**src/rtl/frac_baud_pkg.sv**
```systemverilog
package frac_baud_pkg;
    localparam int DEF_CD_W = 16;
    localparam int DEF_FP_W = 3;
    localparam int SAMP_W   = 4;

    typedef enum logic {
        OVS_X16 = 1'b0,
        OVS_X8  = 1'b1
    } ovs_e;
endpackage

```
**src/rtl/frac_phase_acc.sv**
```systemverilog
module frac_phase_acc #(
    parameter int FP_W = 3
) (
    input  logic            clk,
    input  logic            rst_n,
    input  logic            clear,
    input  logic            step,
    input  logic [FP_W-1:0] frac,
    output logic            stretch
);
    typedef struct packed {
        logic [FP_W-1:0] acc;
    } acc_st_t;

    acc_st_t st_d, st_q;
    logic [FP_W:0] sum;

    always_comb begin
        sum     = {1'b0, st_q.acc} + {1'b0, frac};
        stretch = sum[FP_W];
        st_d    = st_q;
        if (clear)
            st_d.acc = '0;
        else if (step)
            st_d.acc = sum[FP_W-1:0];
    end

    always_ff @(posedge clk or negedge rst_n) begin
        if (!rst_n) st_q <= '0;
        else        st_q <= st_d;
    end

    assert_acc_cleared_R10: assert property (@(posedge clk) disable iff (!rst_n)
        clear |=> st_q.acc == '0);
endmodule

```
**src/rtl/baud_period_ctr.sv**
```systemverilog
module baud_period_ctr #(
    parameter int CD_W = 16
) (
    input  logic            clk,
    input  logic            rst_n,
    input  logic            clear,
    input  logic            active,
    input  logic [CD_W-1:0] div_int,
    input  logic            stretch,
    output logic            tick
);
    typedef struct packed {
        logic [CD_W-1:0] cnt;
    } ctr_st_t;

    ctr_st_t st_d, st_q;
    logic [CD_W-1:0] last_val;

    always_comb begin
        last_val = stretch ? div_int : div_int - 1'b1;
        tick     = active && !clear && (st_q.cnt == last_val);
        st_d     = st_q;
        if (clear || tick)
            st_d.cnt = '0;
        else
            st_d.cnt = st_q.cnt + 1'b1;
    end

    always_ff @(posedge clk or negedge rst_n) begin
        if (!rst_n) st_q <= '0;
        else        st_q <= st_d;
    end

    assert_cnt_bound_R3: assert property (@(posedge clk) disable iff (!rst_n)
        (active && !clear) |-> st_q.cnt <= div_int);
    assert_stretch_len_R4: assert property (@(posedge clk) disable iff (!rst_n)
        (tick && stretch) |-> st_q.cnt == div_int);
    assert_cnt_cleared_R10: assert property (@(posedge clk) disable iff (!rst_n)
        clear |=> st_q.cnt == '0);
endmodule

```
**src/rtl/sample_div_ctr.sv**
```systemverilog
module sample_div_ctr
    import frac_baud_pkg::*;
#(
    parameter int SW = SAMP_W
) (
    input  logic clk,
    input  logic rst_n,
    input  logic clear,
    input  logic step,
    input  ovs_e ovs,
    output logic bit_out
);
    localparam logic [SW-1:0] LAST_X16 = SW'((1 << SW) - 1);
    localparam logic [SW-1:0] LAST_X8  = SW'((1 << (SW - 1)) - 1);

    typedef struct packed {
        logic [SW-1:0] samp;
    } samp_st_t;

    samp_st_t st_d, st_q;
    logic at_last;

    always_comb begin
        at_last = (st_q.samp == ((ovs == OVS_X8) ? LAST_X8 : LAST_X16));
        bit_out = step && at_last;
        st_d    = st_q;
        if (clear || bit_out)
            st_d.samp = '0;
        else if (step)
            st_d.samp = st_q.samp + 1'b1;
    end

    always_ff @(posedge clk or negedge rst_n) begin
        if (!rst_n) st_q <= '0;
        else        st_q <= st_d;
    end

    assert_samp_bound_R2: assert property (@(posedge clk) disable iff (!rst_n)
        (ovs == OVS_X8 && !clear) |-> st_q.samp <= LAST_X8);
    assert_samp_cleared_R10: assert property (@(posedge clk) disable iff (!rst_n)
        clear |=> st_q.samp == '0);
endmodule

```
**src/rtl/frac_baud_gen.sv**
```systemverilog
module frac_baud_gen
    import frac_baud_pkg::*;
#(
    parameter int CD_W = DEF_CD_W,
    parameter int FP_W = DEF_FP_W
) (
    input  logic            clk,
    input  logic            rst_n,
    input  logic [CD_W-1:0] div_int,
    input  logic [FP_W-1:0] div_frac,
    input  logic            ovs_sel,
    input  logic            en,
    output logic            sample_tick,
    output logic            bit_tick
);
    typedef struct packed {
        logic            active;
        logic [CD_W-1:0] cd;
        logic [FP_W-1:0] fp;
        logic            ovs;
    } cfg_t;

    cfg_t cfg_now, cfg_d, cfg_q;
    logic active, changed, clear, stretch;
    ovs_e ovs;

    always_comb begin
        active  = en && (div_int != '0);
        cfg_now = '{active: active, cd: div_int, fp: div_frac, ovs: ovs_sel};
        changed = (cfg_now != cfg_q);
        clear   = changed || !active;
        ovs     = ovs_e'(ovs_sel);
        cfg_d   = cfg_now;
    end

    always_ff @(posedge clk or negedge rst_n) begin
        if (!rst_n) cfg_q <= '0;
        else        cfg_q <= cfg_d;
    end

    frac_phase_acc #(.FP_W(FP_W)) u_acc (
        .clk     (clk),
        .rst_n   (rst_n),
        .clear   (clear),
        .step    (sample_tick),
        .frac    (div_frac),
        .stretch (stretch)
    );

    baud_period_ctr #(.CD_W(CD_W)) u_period (
        .clk     (clk),
        .rst_n   (rst_n),
        .clear   (clear),
        .active  (active),
        .div_int (div_int),
        .stretch (stretch),
        .tick    (sample_tick)
    );

    sample_div_ctr #(.SW(SAMP_W)) u_samp (
        .clk     (clk),
        .rst_n   (rst_n),
        .clear   (clear),
        .step    (sample_tick),
        .ovs     (ovs),
        .bit_out (bit_tick)
    );

    assert_off_silent_R7: assert property (@(posedge clk) disable iff (!rst_n)
        (!en || div_int == '0) |-> (!sample_tick && !bit_tick));
    assert_bit_on_sample_R9: assert property (@(posedge clk) disable iff (!rst_n)
        bit_tick |-> sample_tick);
endmodule

```
**config.mk**
```make
export PLATFORM = sky130hd
export DESIGN_NAME = frac_baud_gen
export DESIGN_NICKNAME = d
export VERILOG_FILES = /design/src/rtl/frac_baud_pkg.sv /design/src/rtl/frac_phase_acc.sv /design/src/rtl/baud_period_ctr.sv /design/src/rtl/sample_div_ctr.sv /design/src/rtl/frac_baud_gen.sv
export SDC_FILE = /design/constraint.sdc
export NUM_CORES = 1
export LEC_CHECK = 0
export BUFFER_PORTS_ARGS = -buffer_cell sky130_fd_sc_hd__buf_2
export CORE_ASPECT_RATIO = 1.75
export CORE_MARGIN = 10
export CORE_UTILIZATION = 53
export CTS_BUF_LIST = sky130_fd_sc_hd__clkbuf_8 sky130_fd_sc_hd__clkbuf_16
export CTS_CLUSTER_SIZE = 28
export DETAILED_ROUTE_END_ITERATION = 7
export GPL_TIMING_DRIVEN = 0
export PLACE_DENSITY = 0.75
export SYNTH_ARGS = -nofsm -noshare
export SYNTH_HDL_FRONTEND = slang
export SYNTH_SLANG_ARGS = --single-unit
```
**constraint.sdc**
```tcl
create_clock -name clk -period 2.8 [get_ports clk]
set_clock_uncertainty 0.1 [all_clocks]
set_input_delay 0 -clock clk [delete_from_list [all_inputs] [get_ports clk]]
set_output_delay 0 -clock clk [all_outputs]
set_load 0.01 [all_outputs]
```
==> After elaboration in Yosys (flattened, before gate mapping) <==
Index checks and enable logic that the tools add are counted.
{ "word_totals": {"ff_bits": 44, "wordCells": 33} }
{ "classes": {"add_sub_neg": 4, "eq_ne": 3, "mux": 7, "reduce_logical": 12} }
{ "op_table": {"columns": ["op", "n"], "rows": [
  ["$mux W16", 2],
  ["$ne A21 B21 Y1", 1],
  ["$add A16 B1 Y16 const B", 1],
  ["$eq A16 B16 Y1", 1],
  ["$reduce_bool A16 Y1", 1],
  ["$sub A16 B1 Y16 const B", 1],
  ["$mux W4", 3],
  ["$mux W3", 2],
  ["$add A3 B3 Y4", 1],
  ["$add A4 B1 Y4 const B", 1],
  ["$eq A4 B4 Y1", 1],
  ["$logic_and A1 B1 Y1", 4],
  ["$reduce_bool A2 Y1", 2],
  ["$logic_or A1 B1 Y1", 3],
  ["$logic_not A1 Y1", 2]
]} }

==> Depth between registers and ports, before layout <==
Gate-level depths: netlist of run 1.
{ "logic_depth": {"depth_word": 10, "depth_mapped": 12, "depth_no_buf": 10} }

==> Hierarchy <==
Synthesis of run 1 repeated with hierarchy kept, for this count alone.
{ "hier_totals": {"hier_cells": 253, "hier_area_um2": 2625.0} }
{ "by_module_without_submodules": {"columns": ["mod", "instances", "cells_each", "area_each_um2", "seq_area_each_um2"], "rows": [
  ["baud_period_ctr", 1, 157, 1391.3, 400.4],
  ["frac_baud_gen", 1, 55, 785.8, 525.5],
  ["sample_div_ctr", 1, 25, 246.5, 100.1],
  ["frac_phase_acc", 1, 16, 201.4, 75.1]
]} }

==> Least setup slack after synthesis of run 1 <==
OpenSTA, ideal clock, no wires.
{ "synth_path": {"path_kind": "register to register", "start": "register u_acc.st_q[1] (netlist bit)", "end": "register u_acc.st_q[1] (netlist bit)", "setup_ns": 0.074, "arrival_time_ns": 2.839, "required_time_ns": 2.626, "slack_ns": -0.213, "path_stages_with_launch": 12, "synth_period_minus_slack_ns": 3.013, "cell_sequence": "dfrtp_1 ha_1 a21o_1 a21o_1 buf_6 or4_1 a222oi_1 o2111ai_1 nor4b_2 buf_4 mux2i_1 nor2b_1"} }
{ "synth_between": {"elab_chain_cells": 5, "word_cells_on_any_way": 7, "classes_between": "1 x add/sub; 1 x eq/ne; 3 x mux; 2 x reduce/logical"} }
{ "synth_lines": {"columns": ["item", "line_no", "rtl"], "rows": [
  ["from (decl)", "frac_phase_acc.sv:15", "acc_st_t st_d, st_q;"],
  ["from (signal assigned)", "frac_phase_acc.sv:30", "else st_q <= st_d;"],
  ["$add A3 B3 Y4 (*)", "frac_phase_acc.sv:19", "sum = {1'b0, st_q.acc} + {1'b0, frac};"],
  ["$mux W16", "baud_period_ctr.sv:20", "last_val = stretch ? div_int : div_int - 1'b1;"],
  ["$eq A16 B16 Y1", "baud_period_ctr.sv:21", "tick = active && !clear && (st_q.cnt == last_val);"],
  ["$logic_and A1 B1 Y1", "baud_period_ctr.sv:21", null],
  ["$reduce_bool A2 Y1 (no source line)", null, null]
]} }
Mark *: on every way between the ends. The rest lies on a longest branch, timed or not. The select of a mux whose other input is x is not followed.
A chain may end at the register's enable or synchronous reset.

==> Worst setup path in the final report of run 1 <==
Ends and elaborated chain as after synthesis.

==> summary.md, run 1 <==
| Metric | Value |
|---|---|
| Synth Area in Compound Gates | under 10% |
| Post-synthesis register bit count | 44 |
| Area of the mapped netlist | 2600 sq um |
| Cells along the critical path | buf_4 -> buf_4 -> buf_4 -> buf_4 -> buf_4 -> buf_4 -> buf_4 -> buf_4 -> buf_4 -> buf_4 -> buf_4 -> buf_4 -> buf_4 -> buf_4 -> buf_4 -> buf_4 -> buf_6 -> buf_6 -> inv_4 -> fa_1 -> mux2i_1 -> nor2b_2 |
| Largest family of logic cells by synthesized area | simple AND/OR/NAND/NOR gates |
| Final wirelength | 7260 um |
| Adder-Cell Fraction of Synth Area | around 3.7% |
| Core area | 4710 sq um |
| Die span in x | 73.0 um |
| Iter 0 DRT Violations | between 150 and 200 |
| CTS tree | yes |
| Leak | approximately 1.5 nW |
| HP Start | div_frac[0] |
| Vias per cell | 5.82 |
| First-pass GRT wire length | 10800 um |
| Violated checks | setup timing |
| Synth warnings | 0 |
| Status | complete, but fails checks |
| Final worst slack | -0.797 ns |
| F_max | 278 MHz |
| Clk buf depth | 2 |
| Pre-Repair DR Iteration Count | 4 |
| Dpl hpwl | around 4600 um |
| RSZ-0062 raised after global routing | true |
| Total CTS buffers | 5 |
| GR Overflow Total | 0 |
| GR Util met3 | 3.67% |
| Die height | 113 um |
| Initial antenna violation count | 0 |
| Worst Setup Path Type | flip-flop to flip-flop |
| IO Pins | 25 |
| Setup crit end kind | flip-flop |
| Slew headroom | between 30% and 40% |
| Share of the synthesized area in the top cell type | 42.3% |
| Most frequent cell on the critical path | buf_4 |
| Fin util | 74.9% |
| Placement Setup Slack | -0.461 ns |
| Simple-gate portion of the synthesized area | 21.2% |
| Max IR drop VDD | about 380 uV |
| Vias in the first global route | 2340 |
| Post-route ant nets | 0 |
| Launch point of the worst reg-to-reg path | u_acc.st_q[1]$_DFFE_PN0N_ |
| Pwr dens | between 300 and 400 nW/um^2 |
| Starting Density | 55.3% |
| Reg2reg end | u_acc.st_q[1]$_DFFE_PN0N_ |
| Placer Congestion | 0.864 |
| Syn Nets | about 290 |
| Hold Fails Final Rpt | 0 |
| DR vias | between 2000 and 2500 |
| Worst path bufs/invs | 19 |
| Setup_tns | -13.27 ns |
| Post-Synth XOR/XNOR Area | a little under a fifth |
| Largest net degree at the start of global routing | 45 |
| Reg2Reg Setup Slack | -0.80 ns |
| Mux cell area share after synthesis | 1.92% |
| Crit path DAT | 3.74 ns |
| Latest clock arrival within the worst-skew pair | 0.30 ns |
| Grt met1 use | 16.0% |
| Ys flop type | dfrtp_1 |
| Highest-delay cell along the critical path | dfrtp_1 |
| Startpoint Class | flip-flop |
| H-tree levels | 2 |
| Drt drc | 0 |
| Fin area | 3530 sq um |
| Hold Slack | between 0.08 and 0.09 ns |
| Number of flops mapped to enable cells by yosys | 0 |
| TritonCTS Sinks | 44 |
| Synth area leaders | dfrtp_1 (42%), xnor2_1 (9.8%), xor2_1 (8.7%) |
| Number of distinct library cells after synthesis | 49 |
| Max-cap violations | 0 |
| Layout Nets | 374 |
| Wire per inst | 18.3 um |
| Max-slew violations | 0 |
| Post-Syn Area per Cell | roughly 10 sq um |
| Hold-critical path depth | 4 |
| Clock root buffer master | clkbuf_8 |
| Synth-to-Final Area Change | 35.4% |
| M2 GR Usage | 29.4% |
| Number of antenna diodes | 0 |
| Seq/Total Area, Yosys | 42.3% |
| Crit share post-route | 128% |
| Final setup viols | 25 |
| Synth area leader | dfrtp_1 |
| Endpoint of the worst hold path | u_acc.st_q[0]$_DFFE_PN0N_ |
| Worst path top cell family by delay | buffers and inverters |
| Post-route minimum period | about 3.6 ns |
| Worst path required time | slightly below 3 ns |
| # rows | 33 |
| Layout cells sized above 1 | 29.6% |
| Syn Inst Count | 261 |
| Port Buffers | 24 |
| Crit-path max cell delay | between 0.4 and 0.5 ns |
| DP Area | 2810 sq um |
| CP max FO | 2 |
| GRT Overall Usage | approximately 16% |
| Grt peak-use layer | met2 |
| Async SR Flop Fraction | 100% |
| R2R depth | 22 |
| Worst-Margin Slew | 0.983 ns |
| Die area | 8230 sq um |
| Hold WC Path Type | input port to flip-flop |
| Clock transition at the registers of the reported paths | ~0.090 ns |
-- registers in the layout, summed over array words and instances, names as in the netlist --
| name | cells |
|---|---|
| cfg_q | 21 |
| u_acc.st_q | 3 |
| u_period.st_q | 16 |
| u_samp.st_q | 4 |
-- where the power goes --
part / switching, W / total (W) / internal [W]
registers: 0.00000685 / 0.000657 / 0.000650
logic: 0.0000883 / 0.000163 / 0.0000743
clock network: 0.000229 / 0.000521 / 0.000292
-- through the flow --
| step | power (W) | instances |
|---|---|---|
| after floorplan | 0.000738 | 261 |
| after global placement | 0.000799 | 337 |
| after detailed placement | 0.000803 | 337 |
| after CTS | 0.00134 | 376 |
| after global routing | 0.00139 | 397 |
| final | 0.00134 | 397 |
-- routing by layer --
| layer | wire length [um] | up-vias |
|---|---|---|
| met1 | 2540 | 1123 |
| li1 | - | 1082 |
| met4 | 428 | 0 |
| met3 | 325 | 33 |
| met5 | 0 | - |
| met2 | 3970 | 74 |
-- cells in the final DEF (no fill, tap or decap), types with 9 or more instances in the layout --
master         instances
buf_2                 22
buf_4                 25
buf_6                  9
dfrtp_1               44
dlygate4sd3_1         22
nand2_1               11
nand3_1               15
nor2_1                19
nor2_2                14
xnor2_1               29
xor2_1                26
-- final cells by class --
class	instances	area, sq um
inverter	9	36.3
tap	52	65.1
timing repair buffer	78	647
clock inverter	2	38.8
buffer	7	45.0
sequential	44	1100
clock buffer	6	82.6
fill	317	1180
multi-input combinational	199	1510
-- tightest hold or removal path, stage by stage --
cell and delay, ns:
buf_2 0.11, ha_1 0.13, mux2i_1 0.06, nor2_1 0.13
-- kinds of logic after synthesis --
| kind of cell | count (synthesis) |
|---|---|
| muxes | 5 |
| and+or+nand+nor | 101 |
| buffers and inverters | 18 |
| DFF | 44 |
| adders and majority gates | 7 |
| AOI/OAI and AO/OA | 31 |
| xor gates and xnor gates | 55 |
-- repair_timing --
item                                   CTS  global route
endpoints found under the hold margin   65             0
cloned                                   1             0
hold buffers                            22             0
pin swaps                               11             8
buffers inserted                         8            24
resized for setup                       14            24
setup endpoints to repair               25            25
-- synthesized netlist by cell type (all sizes together), types with 2 or more instances --
master / n
inv: 9
nand3b: 2
o21ai: 2
and3: 6
mux2i: 5
a21o: 2
nand2b: 2
nand3: 16
nor3: 3
clkbuf: 4
a211oi: 3
or4: 4
o2111a: 2
o31ai: 3
nand4: 5
nor2: 35
ha: 6
dfrtp: 44
nand2: 11
xor2: 26
nor4: 6
buf: 5
o2bb2ai: 2
nor4b: 3
and2: 2
xnor2: 29
a21oi: 8
-- worst max path at each step --
stage	from	end	slack, ns	cells after the start
floorplan	u_acc.st_q[1]$_DFFE_PN0N_	u_acc.st_q[1]$_DFFE_PN0N_	-0.09	11
global placement	u_acc.st_q[1]$_DFFE_PN0N_	u_acc.st_q[1]$_DFFE_PN0N_	-0.43	11
detailed placement	u_acc.st_q[1]$_DFFE_PN0N_	u_acc.st_q[0]$_DFFE_PN0N_	-0.46	11
CTS	u_acc.st_q[1]$_DFFE_PN0N_	bit_tick	-0.63	12
global route	u_acc.st_q[1]$_DFFE_PN0N_	u_acc.st_q[1]$_DFFE_PN0N_	-0.88	22
finish	u_acc.st_q[1]$_DFFE_PN0N_	u_acc.st_q[1]$_DFFE_PN0N_	-0.80	22
Note: power is estimated with default switching activity, not from simulation.
==> run 2: changes to the inputs <==
--- a/config.mk
+++ b/config.mk
@@ -8,12 +8,11 @@
 export BUFFER_PORTS_ARGS = -buffer_cell sky130_fd_sc_hd__buf_2
 export CORE_ASPECT_RATIO = 1.75
 export CORE_MARGIN = 10
-export CORE_UTILIZATION = 53
+export CORE_UTILIZATION = 25
 export CTS_BUF_LIST = sky130_fd_sc_hd__clkbuf_8 sky130_fd_sc_hd__clkbuf_16
 export CTS_CLUSTER_SIZE = 28
 export DETAILED_ROUTE_END_ITERATION = 7
 export GPL_TIMING_DRIVEN = 0
-export PLACE_DENSITY = 0.75
 export SYNTH_ARGS = -nofsm -noshare
 export SYNTH_HDL_FRONTEND = slang
 export SYNTH_SLANG_ARGS = --single-unit
==> summary.md, run 2 (same netlist as run 1, synthesis figures left out) <==
| Metric | Value |
|---|---|
| Status | complete, but fails checks |
| Violated checks | setup timing |
| Vias per cell | 4.71 (-19%) |
| Largest regs | cfg_q: 21 flops, u_period.st_q: 16 flops, u_samp.st_q: 4 flops |
| Max IR drop VDD | 201 uV (-47%) |
| GR Overflow Total | 0 (unchanged) |
| Layout cells sized above 1 | 23.8% (-5.8 points) |
| RSZ-0062 raised after global routing | true |
| DP Area | 2910 sq um (+3.3%) |
| Final setup viols | 25 (unchanged) |
| Fillers | 999 (+220%) |
| Leak | 1.38 nW (-6.8%) |
| Slew headroom | 31.6% (-2.9 points) |
| Wire per inst | 15.3 um (-16%) |
| Hold WC Path Type | input port to flip-flop |
| Synth-to-Final Area Change | 33.1% |
| Number of antenna diodes | 0 (unchanged) |
| Startpoint Class | flip-flop |
| Drt drc | 0 (unchanged) |
| Worst path required time | 2.70 ns (-0.24 ns) |
| Total Power | 0.00142 W (+5.8%) |
| Die area | 15100 sq um (+83%) |
| TritonCTS Sinks | 44 (unchanged) |
| CP max FO | 8 (+6) |
| Fin util | 33.9% (-41 points) |
| Clock transition at the registers of the reported paths | 0.06 ns (-0.03 ns) |
| Initial antenna violation count | 0 (unchanged) |
| CTS tree | yes |
| Largest register FFs | 21 (unchanged) |
| Core area | 10200 sq um (+120%) |
| R2R depth | 12 (-45%) |
| DR vias | 2125 (-8.1%) |
| Setup crit end kind | output port |
| Clk buf depth | 2 (unchanged) |
| Vias in the first global route | 2175 (-7.1%) |
| Hold Fails Final Rpt | 0 (unchanged) |
| F_max | 307 MHz (+10%) |
| Hold Slack | 0.0666 ns (-0.0142 ns) |
| Latest clock arrival within the worst-skew pair | 0.29 ns (about the same) |
| Final worst slack | -0.461 ns (+0.337 ns) |
| Crit share post-route | 116% (-12 points) |
| Post-route ant nets | 0 (unchanged) |
| Hold-critical path depth | 4 (unchanged) |
| Layout Nets | 354 (-5.3%) |
| Port Buffers | 24 (unchanged) |
| Max-cap violations | 0 (unchanged) |
| Internal | 0.00110 W (+8.1%) |
| Clk pwr share | 42.3% (+3.4 points) |
| IO Pins | 25 (unchanged) |
| Largest Register | cfg_q |
| GRT Overall Usage | 9.11% (-7.2 points) |
| Placer Congestion | 0.786 (-9.1%) |
| Fin area | 3470 sq um (-1.7%) |
| H-tree levels | 2 (unchanged) |
| Largest net degree at the start of global routing | 45 (unchanged) |
| Pwr dens | 409 nW/um^2 (+7.6%) |
| Switching share of power | 22.6% (-1.6 points) |
| Most common cell after layout, fill and taps aside | dfrtp_1 |
| Max-slew violations | 0 (unchanged) |
| Placement Setup Slack | -0.381 ns (+0.0801 ns) |
| Pre-Repair DR Iteration Count | 4 (unchanged) |
| Most frequent cells in the layout | dfrtp_1 (44), xnor2_1 (29), xor2_1 (26) |
| # rows | 49 (+48%) |
| First-pass GRT wire length | 10900 um (+0.51%) |
| Net switching power | 0.000320 W (-1.2%) |
| Total CTS buffers | 5 (unchanged) |
| Sequential power share | 46.4% (-2.6 points) |
| Gate power share | 11.3% (-0.8 points) |
| Iter 0 DRT Violations | 65 (-62%) |
| Dpl hpwl | 5070 um (+10%) |
| Starting Density | 25.4% (-30 points) |
| Die span in x | 97.2 um (+33%) |
| Clock root buffer master | clkbuf_16 |
| Die height | 155 um (+38%) |
| Post-route minimum period | 3.26 ns (-0.337 ns) |
| Final wirelength | 6890 um (-5.1%) |
| Worst Setup Path Type | flip-flop to output port |
| Crit path DAT | 3.16 ns (-0.58 ns) |
| Worst-Margin Slew | 1.03 ns (+0.0439 ns) |
[run 2: power by group through the flow]
stage | Combinational, W | Sequential [W] | Clock [W]
after global placement | 0.000135 | 0.000669 | 0
final | 0.000161 | 0.000658 | 0.000600
after floorplan | 0.0000688 | 0.000669 | 0
after detailed placement | 0.000138 | 0.000670 | 0
after global routing | 0.000178 | 0.000659 | 0.000640
after CTS | 0.000163 | 0.000658 | 0.000617
[run 2: final cells by class]
cell class | instances | area [sq um] | area share (%)
clock buffer | 7 | 153 | 4.40
multi-input combinational | 199 | 1500 | 43.3
inverter | 9 | 33.8 | 0.974
buffer | 8 | 56.3 | 1.62
sequential | 44 | 1100 | 31.8
timing repair buffer | 57 | 464 | 13.4
tap | 127 | 159 | 4.58
[run 2: critical path: stages, from the launching register on]
cell and delay [ns]:
dfrtp_1 0.40, ha_4 0.22, a21o_1 0.16, a21o_1 0.16, buf_6 0.13, or4_1 0.39, a222oi_1 0.36, o2111ai_2 0.22
nor4b_2 0.29, buf_4 0.17, and2b_4 0.14, and2_4 0.13, buf_6 0.09
[run 2: metal layers]
| metal | global-route usage, % | wire (um) | share of wire (%) |
|---|---|---|---|
| met4 | 6.63 | 302 | 4.4 |
| met3 | 1.29 | 138 | 2.0 |
| met2 | 18.5 | 4080 | 59 |
| met5 | 0 | 0 | 0 |
| met1 | 7.65 | 2360 | 34 |
[run 2: path summary, 6_finish.rpt]
path	start	to	slack [ns]
worst max-delay path	u_acc.st_q[1]$_DFFE_PN0N_	bit_tick	-0.46
worst min-delay path	div_frac[0]	u_acc.st_q[0]$_DFFE_PN0N_	0.07
worst max register to register	u_acc.st_q[1]$_DFFE_PN0N_	u_acc.st_q[1]$_DFFE_PN0N_	-0.39
worst min register to register	u_acc.st_q[0]$_DFFE_PN0N_	u_acc.st_q[0]$_DFFE_PN0N_	0.45
max in group asynchronous	rst_n	u_samp.st_q[0]$_DFFE_PN0P_	1.63
min in group asynchronous	rst_n	u_period.st_q[10]$_DFF_PN0_	0.32
[run 2: timing repair]
item                                   in CTS  in global routing
buffers inserted                            7                  3
endpoints found under the hold margin      65                  0
cloned                                      1                  0
setup endpoints to repair                  25                 25
pin swaps                                   5                  8
gates resized for setup                     6                 22
hold buffers                               22                  0
[run 2: stage by stage]
stage,TNS (ns),cells
floorplan,-1.04,261
finish,-6.72,451
global route,-10.55,451
global placement,-6.49,412
CTS,-8.91,449
detailed placement,-7.38,412
==> run 3: changes to the inputs <==
--- a/config.mk
+++ b/config.mk
@@ -6,13 +6,14 @@
 export NUM_CORES = 1
 export LEC_CHECK = 0
 export BUFFER_PORTS_ARGS = -buffer_cell sky130_fd_sc_hd__buf_2
-export CORE_ASPECT_RATIO = 1.75
 export CORE_MARGIN = 10
 export CORE_UTILIZATION = 25
 export CTS_BUF_LIST = sky130_fd_sc_hd__clkbuf_8 sky130_fd_sc_hd__clkbuf_16
 export CTS_CLUSTER_SIZE = 28
 export DETAILED_ROUTE_END_ITERATION = 7
 export GPL_TIMING_DRIVEN = 0
+export MAX_ROUTING_LAYER = met4
+export SETUP_SLACK_MARGIN = 0.02
 export SYNTH_ARGS = -nofsm -noshare
 export SYNTH_HDL_FRONTEND = slang
 export SYNTH_SLANG_ARGS = --single-unit
==> summary.md, run 3 (same netlist as run 1, synthesis figures left out) <==
| Metric | Value |
|---|---|
| Endpoint of the worst hold path | u_acc.st_q[0]$_DFFE_PN0N_ |
| Final wirelength | 6770 um (-1.7%) |
| Initial antenna violation count | 0 (unchanged) |
| F_max | 298 MHz (-2.7%) |
| Worst-Margin Slew | 0.983 ns (-0.0437 ns) |
| # rows | 37 (-24%) |
| Wire per inst | 14.7 um (-4.1%) |
| Die span in x | 122 um (+26%) |
| Die height | 122 um (-21%) |
| Max IR drop VDD | 161 uV (-20%) |
| Largest net degree at the start of global routing | 45 (unchanged) |
| Fillers | 1010 (+1.1%) |
| R2R depth | 11 (-1) |
| Layout Nets | 355 (+0.28%) |
| Hold Fails Final Rpt | 0 (unchanged) |
| Drt drc | 0 (unchanged) |
| Final setup viols | 25 (unchanged) |
| Reg2Reg Setup Slack | -0.47 ns (-0.08 ns) |
| Synth-to-Final Area Change | 34.0% |
| Total CTS buffers | 5 (unchanged) |
| Core area | 10200 sq um (about the same) |
| TritonCTS Sinks | 44 (unchanged) |
| GRT Overall Usage | 9.73% (+0.62 points) |
| GR Overflow Total | 0 (unchanged) |
| Max-slew violations | 0 (unchanged) |
| Number of antenna diodes | 0 (unchanged) |
| Latest clock arrival within the worst-skew pair | 0.30 ns (about the same) |
| Layout cells sized above 1 | 24.8% (+1.1 points) |
| DR vias | 2118 (-0.33%) |
| Crit share post-route | 120% (+3.3 points) |
| Reg2reg end | u_acc.st_q[1]$_DFFE_PN0N_ |
| Crit path DAT | 3.25 ns (+0.09 ns) |
| DP Area | 2920 sq um (+0.39%) |
| Pre-Repair DR Iteration Count | 5 (+1) |
| Iter 0 DRT Violations | 103 (+58%) |
| Hold WC Path Type | input port to flip-flop |
| Starting Density | 25.5% (about the same) |
| Vias in the first global route | 2240 (+3.0%) |
| CP max FO | 5 (-3) |
| Clock root buffer master | clkbuf_8 |
| Hold-critical path depth | 4 (unchanged) |
| H-tree levels | 2 (unchanged) |
| Worst path required time | 2.70 ns (about the same) |
| HP Start | div_frac[0] |
| Largest Register | cfg_q |
| Largest regs | cfg_q: 21 flops, u_period.st_q: 16 flops, u_samp.st_q: 4 flops |
| Vias per cell | 4.58 (-2.7%) |
| Max-cap violations | 0 (unchanged) |
| Placer Congestion | 0.796 (+1.3%) |
| Setup crit end kind | output port |
| Status | complete, but fails checks |
| Largest register FFs | 21 (unchanged) |
| Launch point of the worst reg-to-reg path | u_acc.st_q[1]$_DFFE_PN0N_ |
| Post-route ant nets | 0 (unchanged) |
| Setup_tns | -9.21 ns (-2.49 ns) |
| Clock transition at the registers of the reported paths | 0.08 ns (+0.02 ns) |
| Clk buf depth | 2 (unchanged) |
| Most frequent cells in the layout | dfrtp_1 (44), xnor2_1 (29), xor2_1 (26) |
| Post-route minimum period | 3.35 ns (+0.0919 ns) |
| Slew headroom | 34.5% (+2.9 points) |
| Die area | 14900 sq um (-1.1%) |
| Pwr dens | 371 nW/um^2 (-9.2%) |
| Port Buffers | 24 (unchanged) |
| Leak | 1.38 nW (about the same) |
| Fin area | 3490 sq um (+0.65%) |
| Startpoint Class | flip-flop |
| Final worst slack | -0.552 ns (-0.0919 ns) |
| Dpl hpwl | 4610 um (-9.2%) |
| CTS tree | yes |
| RSZ-0062 raised after global routing | true |
| IO Pins | 25 (unchanged) |
| Violated checks | setup timing |
| Worst Setup Path Type | flip-flop to output port |
| First-pass GRT wire length | 11300 um (+3.5%) |
| Most common cell after layout, fill and taps aside | dfrtp_1 |
-- run 3: through the flow --
stage | utilization [%] | hold WS [ns] | setup WS (ns) | instances | power, W
after detailed placement | 28.5 | 0.0279 | -0.394 | 421 | 0.000804
after floorplan | - | -0.396 | -0.0930 | 261 | 0.000738
final | 34.1 | 0.0598 | -0.552 | 462 | 0.00130
after global placement | 28.5 | 0.0245 | -0.325 | 421 | 0.000801
after CTS | 33.2 | -0.235 | -0.579 | 460 | 0.00131
after global routing | 34.1 | 0.0802 | -0.682 | 462 | 0.00136
-- run 3: critical path, stage by stage (launching register included) --
cell       delay (ns)
dfrtp_1          0.41
ha_4             0.23
a21o_1           0.17
a21o_4           0.24
or4_4            0.41
a222oi_1         0.41
o2111ai_2        0.23
nor4b_2          0.32
buf_4            0.16
and2b_4          0.14
and2_4           0.13
buf_6            0.09
-- run 3: cell type report --
class                           instances  area [sq um]  area share (%)
Multi-Input combinational cell        199          1530            43.8
Sequential cell                        44          1100            31.6
Timing Repair Buffer                   58           488            14.0
Tap cell                              136           170            4.88
Clock buffer                            5          68.8            1.97
Buffer                                  8          60.1            1.72
Clock inverter                          3          38.8            1.11
Inverter                                9          33.8           0.968
-- run 3: layer usage --
layer | up-vias | routed length [um] | global-route usage, %
li1 | 1036 | - | -
met1 | 1042 | 2910 | 11.2
met2 | 33 | 3430 | 16.4
met3 | 7 | 354 | 2.73
met4 | 0 | 76 | 2.43
met5 | - | 0 | -
-- run 3: report_power, final --
group	switching (W)	internal (W)
Combinational	0.0000900	0.0000738
Clock	0.000215	0.000261
Sequential	0.00000641	0.000650
Total	0.000311	0.000985
-- run 3: worst max-delay path by stage --
| stage | from | slack [ns] | endpoint |
|---|---|---|---|
| CTS | u_acc.st_q[1]$_DFFE_PN0N_ | -0.58 | bit_tick |
| floorplan | u_acc.st_q[1]$_DFFE_PN0N_ | -0.09 | u_acc.st_q[1]$_DFFE_PN0N_ |
| global route | u_acc.st_q[1]$_DFFE_PN0N_ | -0.68 | bit_tick |
| finish | u_acc.st_q[1]$_DFFE_PN0N_ | -0.55 | bit_tick |
| detailed placement | u_acc.st_q[1]$_DFFE_PN0N_ | -0.39 | u_acc.st_q[1]$_DFFE_PN0N_ |
| global placement | u_acc.st_q[1]$_DFFE_PN0N_ | -0.32 | bit_tick |
-- run 3: repair_timing --
item / CTS / global route
buffers inserted: 9 / 5
gates resized for setup: 12 / 21
pin swaps: 2 / 8
hold endpoints to repair: 65 / 1
endpoints found under the setup margin: 25 / 25
hold buffers: 21 / 1
gates cloned: 1 / 0
